File: src/rtl/asn_tlb_pkg.sv
package asn_tlb_pkg;
  typedef enum logic [1:0] {
    FL_NONE = 2'd0,
    FL_ALL  = 2'd1,
    FL_PROC = 2'd2,
    FL_ADDR = 2'd3
  } flush_op_e;
endpackage

File: src/rtl/tlb_entry_cmp.sv
module tlb_entry_cmp #(
  parameter int N     = 16,
  parameter int VPN_W = 20,
  parameter int ASN_W = 8
) (
  input  logic [N-1:0]            valid_i,
  input  logic [N-1:0]            glob_i,
  input  logic [N-1:0][VPN_W-1:0] tag_i,
  input  logic [N-1:0][ASN_W-1:0] asn_i,
  input  logic [VPN_W-1:0]        key_vpn_i,
  input  logic [ASN_W-1:0]        key_asn_i,
  output logic [N-1:0]            match_o
);
  for (genvar g = 0; g < N; g++) begin : g_cmp
    logic tag_eq, asn_ok;
    assign tag_eq     = (tag_i[g] == key_vpn_i);
    assign asn_ok     = glob_i[g] || (asn_i[g] == key_asn_i);
    assign match_o[g] = valid_i[g] && tag_eq && asn_ok;
  end
endmodule

File: src/rtl/tlb_prio_mux.sv
module tlb_prio_mux #(
  parameter int N = 16,
  parameter int W = 26
) (
  input  logic [N-1:0]        match_i,
  input  logic [N-1:0][W-1:0] data_i,
  output logic                hit_o,
  output logic [W-1:0]        data_o
);
  assign hit_o = |match_i;

  // lowest index wins
  always_comb begin
    data_o = '0;
    for (int i = N - 1; i >= 0; i--) begin
      if (match_i[i]) data_o = data_i[i];
    end
  end
endmodule

File: src/rtl/tlb_slot_ptr.sv
module tlb_slot_ptr #(
  parameter int N   = 16,
  localparam int PW = (N > 1) ? $clog2(N) : 1
) (
  input  logic          clk_i,
  input  logic          rst_ni,
  input  logic          adv_i,
  output logic [PW-1:0] ptr_o
);
  localparam logic [PW-1:0] LAST = PW'(N - 1);

  always_ff @(posedge clk_i or negedge rst_ni) begin
    if (!rst_ni)    ptr_o <= '0;
    else if (adv_i) ptr_o <= (ptr_o == LAST) ? '0 : ptr_o + 1'b1;
  end
endmodule

File: src/rtl/asn_tlb.sv
module asn_tlb
  import asn_tlb_pkg::*;
#(
  parameter int NUM_ENTRIES = 16,
  parameter int VPN_W       = 20,
  parameter int ASN_W       = 8,
  parameter int PPN_W       = 16,
  parameter int MODES       = 4
) (
  input  logic             clk_i,
  input  logic             rst_ni,
  input  logic             lkp_valid_i,
  input  logic [VPN_W-1:0] lkp_vpn_i,
  input  logic [ASN_W-1:0] lkp_asn_i,
  input  logic             fill_valid_i,
  input  logic [VPN_W-1:0] fill_vpn_i,
  input  logic [ASN_W-1:0] fill_asn_i,
  input  logic             fill_glob_i,
  input  logic [PPN_W-1:0] fill_ppn_i,
  input  logic [MODES-1:0] fill_rd_en_i,
  input  logic [MODES-1:0] fill_wr_en_i,
  input  logic [1:0]       flush_op_i,
  input  logic [VPN_W-1:0] flush_vpn_i,
  input  logic [ASN_W-1:0] flush_asn_i,
  output logic             res_valid_o,
  output logic             res_hit_o,
  output logic [PPN_W-1:0] res_ppn_o,
  output logic             res_glob_o,
  output logic [MODES-1:0] res_rd_en_o,
  output logic [MODES-1:0] res_wr_en_o
);
  localparam int N    = NUM_ENTRIES;
  localparam int PW   = (N > 1) ? $clog2(N) : 1;
  localparam int PL_W = PPN_W + 1 + 2 * MODES;

  logic [N-1:0]            valid_q, glob_q;
  logic [N-1:0][VPN_W-1:0] tag_q;
  logic [N-1:0][ASN_W-1:0] asn_q;
  logic [N-1:0][PPN_W-1:0] ppn_q;
  logic [N-1:0][MODES-1:0] rd_q, wr_q;
  logic [PW-1:0]           slot_ptr;

  flush_op_e flush_op;
  logic      flush_act, fill_acc, lkp_acc;

  assign flush_op  = flush_op_e'(flush_op_i);
  assign flush_act = (flush_op != FL_NONE);
  assign fill_acc  = fill_valid_i && !flush_act;
  assign lkp_acc   = lkp_valid_i && !flush_act && !fill_valid_i;

  logic [N-1:0] lkp_match, fl_match;

  tlb_entry_cmp #(.N(N), .VPN_W(VPN_W), .ASN_W(ASN_W)) u_lkp_cmp (
    .valid_i   (valid_q),
    .glob_i    (glob_q),
    .tag_i     (tag_q),
    .asn_i     (asn_q),
    .key_vpn_i (lkp_vpn_i),
    .key_asn_i (lkp_asn_i),
    .match_o   (lkp_match)
  );

  tlb_entry_cmp #(.N(N), .VPN_W(VPN_W), .ASN_W(ASN_W)) u_fl_cmp (
    .valid_i   (valid_q),
    .glob_i    (glob_q),
    .tag_i     (tag_q),
    .asn_i     (asn_q),
    .key_vpn_i (flush_vpn_i),
    .key_asn_i (flush_asn_i),
    .match_o   (fl_match)
  );

  logic [N-1:0][PL_W-1:0] payload;
  for (genvar g = 0; g < N; g++) begin : g_pl
    assign payload[g] = {ppn_q[g], glob_q[g], rd_q[g], wr_q[g]};
  end

  logic            sel_hit;
  logic [PL_W-1:0] sel_pl;

  tlb_prio_mux #(.N(N), .W(PL_W)) u_mux (
    .match_i (lkp_match),
    .data_i  (payload),
    .hit_o   (sel_hit),
    .data_o  (sel_pl)
  );

  tlb_slot_ptr #(.N(N)) u_ptr (
    .clk_i  (clk_i),
    .rst_ni (rst_ni),
    .adv_i  (fill_acc),
    .ptr_o  (slot_ptr)
  );

  // valid bits: flush has priority over fill
  always_ff @(posedge clk_i or negedge rst_ni) begin
    if (!rst_ni) begin
      valid_q <= '0;
    end else begin
      unique case (flush_op)
        FL_ALL:  valid_q <= '0;
        FL_PROC: valid_q <= valid_q & glob_q;
        FL_ADDR: valid_q <= valid_q & ~fl_match;
        default: if (fill_acc) valid_q[slot_ptr] <= 1'b1;
      endcase
    end
  end

  always_ff @(posedge clk_i or negedge rst_ni) begin
    if (!rst_ni) begin
      glob_q <= '0;
      tag_q  <= '0;
      asn_q  <= '0;
      ppn_q  <= '0;
      rd_q   <= '0;
      wr_q   <= '0;
    end else if (fill_acc) begin
      glob_q[slot_ptr] <= fill_glob_i;
      tag_q[slot_ptr]  <= fill_vpn_i;
      asn_q[slot_ptr]  <= fill_asn_i;
      ppn_q[slot_ptr]  <= fill_ppn_i;
      rd_q[slot_ptr]   <= fill_rd_en_i;
      wr_q[slot_ptr]   <= fill_wr_en_i;
    end
  end

  logic            res_valid_q, res_hit_q;
  logic [PL_W-1:0] res_pl_q;

  always_ff @(posedge clk_i or negedge rst_ni) begin
    if (!rst_ni) begin
      res_valid_q <= 1'b0;
      res_hit_q   <= 1'b0;
      res_pl_q    <= '0;
    end else begin
      res_valid_q <= lkp_acc;
      res_hit_q   <= lkp_acc && sel_hit;
      res_pl_q    <= (lkp_acc && sel_hit) ? sel_pl : '0;
    end
  end

  assign res_valid_o = res_valid_q;
  assign res_hit_o   = res_hit_q;
  assign {res_ppn_o, res_glob_o, res_rd_en_o, res_wr_en_o} = res_pl_q;
endmodule

File: config.mk
export PLATFORM = sky130hd
export DESIGN_NAME = asn_tlb
export DESIGN_NICKNAME = d
export VERILOG_FILES = /design/src/rtl/asn_tlb_pkg.sv /design/src/rtl/tlb_entry_cmp.sv /design/src/rtl/tlb_prio_mux.sv /design/src/rtl/tlb_slot_ptr.sv /design/src/rtl/asn_tlb.sv
export SDC_FILE = /design/constraint.sdc
export NUM_CORES = 2
export LEC_CHECK = 0
export BUFFER_PORTS_ARGS = -buffer_cell sky130_fd_sc_hd__buf_4
export CORE_UTILIZATION = 32
export DETAILED_ROUTE_END_ITERATION = 16
export PLACE_DENSITY = 0.59
export REMOVE_ABC_BUFFERS = 1
export SLEW_MARGIN = 15
export SYNTH_ARGS = -nofsm -noshare
export SYNTH_HDL_FRONTEND = slang
export SYNTH_SLANG_ARGS = --single-unit
File: constraint.sdc
create_clock -name clk_i -period 2.84 [get_ports clk_i]
set_clock_uncertainty 0.05 [all_clocks]
set_input_delay 0.284 -clock clk_i [delete_from_list [all_inputs] [get_ports clk_i]]
set_output_delay 0.284 -clock clk_i [all_outputs]
set_load 0.01 [all_outputs]
==> reports/results.txt <==
The worst setup path is captured at a register. The worst hold path terminates at u_ptr.ptr_o[1]$_DFFE_PN0P_. The run gives 3 as the CTS H-tree depth.

The multi-input combinational cells in the finished layout cover a total of 23710 sq um. For the placer congestion estimate, the log shows 0.9398. The time the final worst path needs with I/O delays and setup is 3.351 ns, and the standard cell core area is 147700 sq um. In this run the most critical hold path is launched from flush_op_i[0].

The number of global-route vias before repair is 37380, and the per-instance average area after synthesis is 10.33 sq um. The critical path in this run is classified as register to register. The run gives 4605 as the number of instances in the synthesized netlist. Of the available clock period, the critical path in the final layout requires 118.0%. The slowest cell on the critical path was dfrtp_1. Worst-case reg-to-reg path depth: 15.

Dividing total power by cell area gives a power density of 782.8 nW/um^2. The startpoint identified for the worst register-to-register timing path is tag_q[299]$_DFFE_PN0P_. From synthesis to final layout, the design area changed by 22.91%. The number of buffer cells added on primary ports is 141, and the transition time of the tightest slew-check pin is 1.054 ns. The count of final max-slew check failures was 0; the normalized max-slew margin was 29.60%. For the effective utilization at floorplan, the log shows 32.21%. The worst hold path was traced through 5 stages. The run gives 100 as the number of buffers added by the clock tree synthesis step. The final layout contains 5181 nets.

Summing every instance area after synthesis gives 47560 sq um. The DRC violation total after the first TritonRoute iteration is 3628. The final sum of negative setup slack is -11.09 ns, and the total of max-cap violations is 0.

The critical path goes through xor2_1, nor4_2, buf_4, nand4_1, buf_4, buf_6, nor3_4, buf_6, nor2_4, buf_8, a22o_1, mux2i_2, o211ai_1, nand2_1, a311oi_2. The via count was 37440; the arrival time of data at the critical path endpoint was 3.82 ns. For this run, the detailed router's first-pass iteration total came to 12. For this run, the slowest stage of the critical path takes 0.38 ns. The overall power after layout was 0.04576 W. After clock tree synthesis, the clock-pin slew on the worst setup and hold paths is 0.06 ns.

The placement row count was 141; the final global-route overflow total was 0. The run finished, with violations left. The logs give 14350 for the number of fillers in the final layout and 256.7 mm for the first-pass GRT wire length. For this run, asynchronously set or reset flops after synthesis account for 100.0%.

The run gives 0 as the count of synthesis-stage warnings from yosys. The startpoint type of the worst setup path is a register. TritonCTS built the clock tree. The analysis attributes to cell leakage a power of 27.78 nW. Setup repair after global routing could not meet its margin everywhere.

The insertion delay of the later-clocked pin in the worst-skew pair was 0.74 ns; the largest fanout of any net on the critical path was 7. For the worst setup path, the data required time is 3.31 ns. For flop-to-flop paths, the worst setup slack is -0.51 ns. The die outline height is 387.5 microns, and the HPWL reported at the end of detailed placement is 113.1 mm. The final reports fail on DRC, setup timing. For this run, the leading register cell type out of synthesis is dfrtp_1.

Detailed-route wire length per cell: 24.81 microns. Most common cell after layout, fill and taps aside: nand2_1. The final number of hold-violating endpoints was 0. The worst hold path belongs to the class input pin to register. Counting flops with a built-in enable in the synthesized netlist gives 0.

After detailed routing, the total wire length is 175.6 mm. The post-detailed-route via-to-cell ratio came out at 5.290. The post-route netlist has 28.25% of its cells at a drive strength greater than 1. The library cells used most frequently in the layout, excluding fill and tap cells, are 932 x nand2_1, 895 x dfrtp_1, 594 x buf_4. The endpoint identified for the worst register-to-register timing path is res_pl_q[6]$_DFF_PN0_. The logs give 23.01% for the total routing resource utilization after global routing and 298.5 MHz for the fmax.

Sequential area share after synthesis: 47.09%. After detailed routing, the number of remaining DRC violations is 4. Setup violations remaining at the end of the flow were counted as 26.

Final hold analysis gives a worst-case slack of 0.1683 ns. Once detail routing completed, the nets flagged for antenna violations numbered 0. The worst-case IR drop observed on VDD is 0.5055 mV. During I/O placement, the number of pins put on the boundary was 142.

The die is 387.5 microns wide. The clock root buffer master is clkbuf_16. The total number of clock tree sinks was 895.

In this run, synthesis produced a sequential element count of 895. Entering global routing, the biggest net connects 109 pins. The final critical-path setup slack came out at -0.5106 ns. The run gives 22400 sq um as the register area. The distinct cell type count of the synthesized netlist came out at 59. The buffer depth of the longest clock path is 3, and the full die area is 150200 sq um. The tools report the initial antenna violation count as 6.
-- cells in the mapped netlist, drive strengths merged (50+ instances only) --
library cell,n,area [sq um]
buf,106,579.3
clkbuf,253,949.7
dfrtp,895,22400
inv,71,266.5
mux2,531,5979
mux2i,50,500.5
nand2,933,3505
nand3,98,490.5
nand4,120,750.7
nor2,69,259.0
nor4,130,825.8
o21ai,164,820.8
xnor2,475,4160
xor2,422,3696
-- logic make-up (layout without fill, tap and decap cells) --
group                      count (synthesis)  count (layout)  synth area share (%)
and+or+nand+nor                         1418            1418                 13.28
xor gates and xnor gates                 897             897                 16.52
DFF                                      895             895                 47.09
muxes                                    581             581                 13.62
buffers and inverters                    430             971                 3.775
AOI/OAI and AO/OA                        380             380                 5.606
adders and majority gates                  4               4                0.1052
other                                      0               1                     0
-- layout make-up --
type | instances | area share (%)
clock inverters | 43 | 0.8348
repair buffers | 714 | 10.70
clock buffers | 143 | 4.985
flip-flops and latches | 895 | 38.32
inverters | 71 | 0.4773
well taps | 1930 | 4.131
diodes | 1 | 0.004281
multi-input cells | 3280 | 40.56
-- state kept, by name, summed over array words and instances (netlist names) --
register	cells
payload	384
tag_q	320
asn_q	128
res_pl_q	25
glob_q	16
valid_q	16
u_ptr.ptr_o	4
res_hit_o	1
res_valid_o	1
-- through the flow --
stage               setup WS (ns)  area, sq um  util (%)  instances
floorplan                  -1.847        46030         -       4246
global placement          -0.8235        54270     36.75       6830
detailed placement        -0.8135        54270     36.75       6830
CTS                       -0.4991        58390     39.54       7076
global route              -0.5884        58450     39.58       7076
finish                    -0.5106        58450     39.59       7077
-- report_power, final --
| group | internal, W | switching [W] | total [W] |
|---|---|---|---|
| combinational | 0.00668 | 0.00554 | 0.0122 |
| sequential | 0.0168 | 0.00320 | 0.0200 |
| clock | 0.00780 | 0.00574 | 0.0135 |
| total | 0.0313 | 0.0145 | 0.0458 |
-- worst max path at each step --
stage                                      start                endpoint  slack (ns)  depth (start not counted)
after global placement             lkp_vpn_i[19]  res_pl_q[21]$_DFF_PN0_       -0.82                         15
after floorplan                    flush_op_i[1]  asn_q[120]$_DFFE_PN0P_       -1.85                          4
final                     tag_q[299]$_DFFE_PN0P_   res_pl_q[6]$_DFF_PN0_       -0.51                         15
after global routing      tag_q[299]$_DFFE_PN0P_  res_pl_q[21]$_DFF_PN0_       -0.59                         15
after CTS                 tag_q[282]$_DFFE_PN0P_   res_pl_q[6]$_DFF_PN0_       -0.50                         15
after detailed placement           lkp_vpn_i[11]  res_pl_q[21]$_DFF_PN0_       -0.81                         15
-- per-layer routing --
metal | global-route usage (%) | up-vias | part of all wire (%) | wire, microns
met5 | 0 | - | 0.021 | 37
met4 | 9.553 | 6 | 4.4 | 7761
met3 | 4.218 | 372 | 7.7 | 13610
met2 | 35.72 | 1601 | 45 | 78300
met1 | 31.40 | 19000 | 43 | 75870
li1 | - | 16460 | - | -
-- worst max-delay path: cells and delay by family (launching register included) --
family / cells / cell delay, ns
DFF: 1 / 0.38
and+or+nand+nor: 5 / 1.04
muxes: 1 / 0.21
xor gates and xnor gates: 1 / 0.16
AOI/OAI and AO/OA: 3 / 0.41
buffers and inverters: 5 / 0.87
-- repair_timing --
action | 4_1_cts | 5_1_grt
cloned | 2 | 0
hold buffers | 58 | 0
setup buffers | 1 | 2
endpoints found under the setup margin | 26 | 26
gates resized for setup | 23 | 12
hold endpoints to repair | 1405 | 0
pin swaps | 17 | 30
No activity file was read; power rests on OpenSTA's default activity.
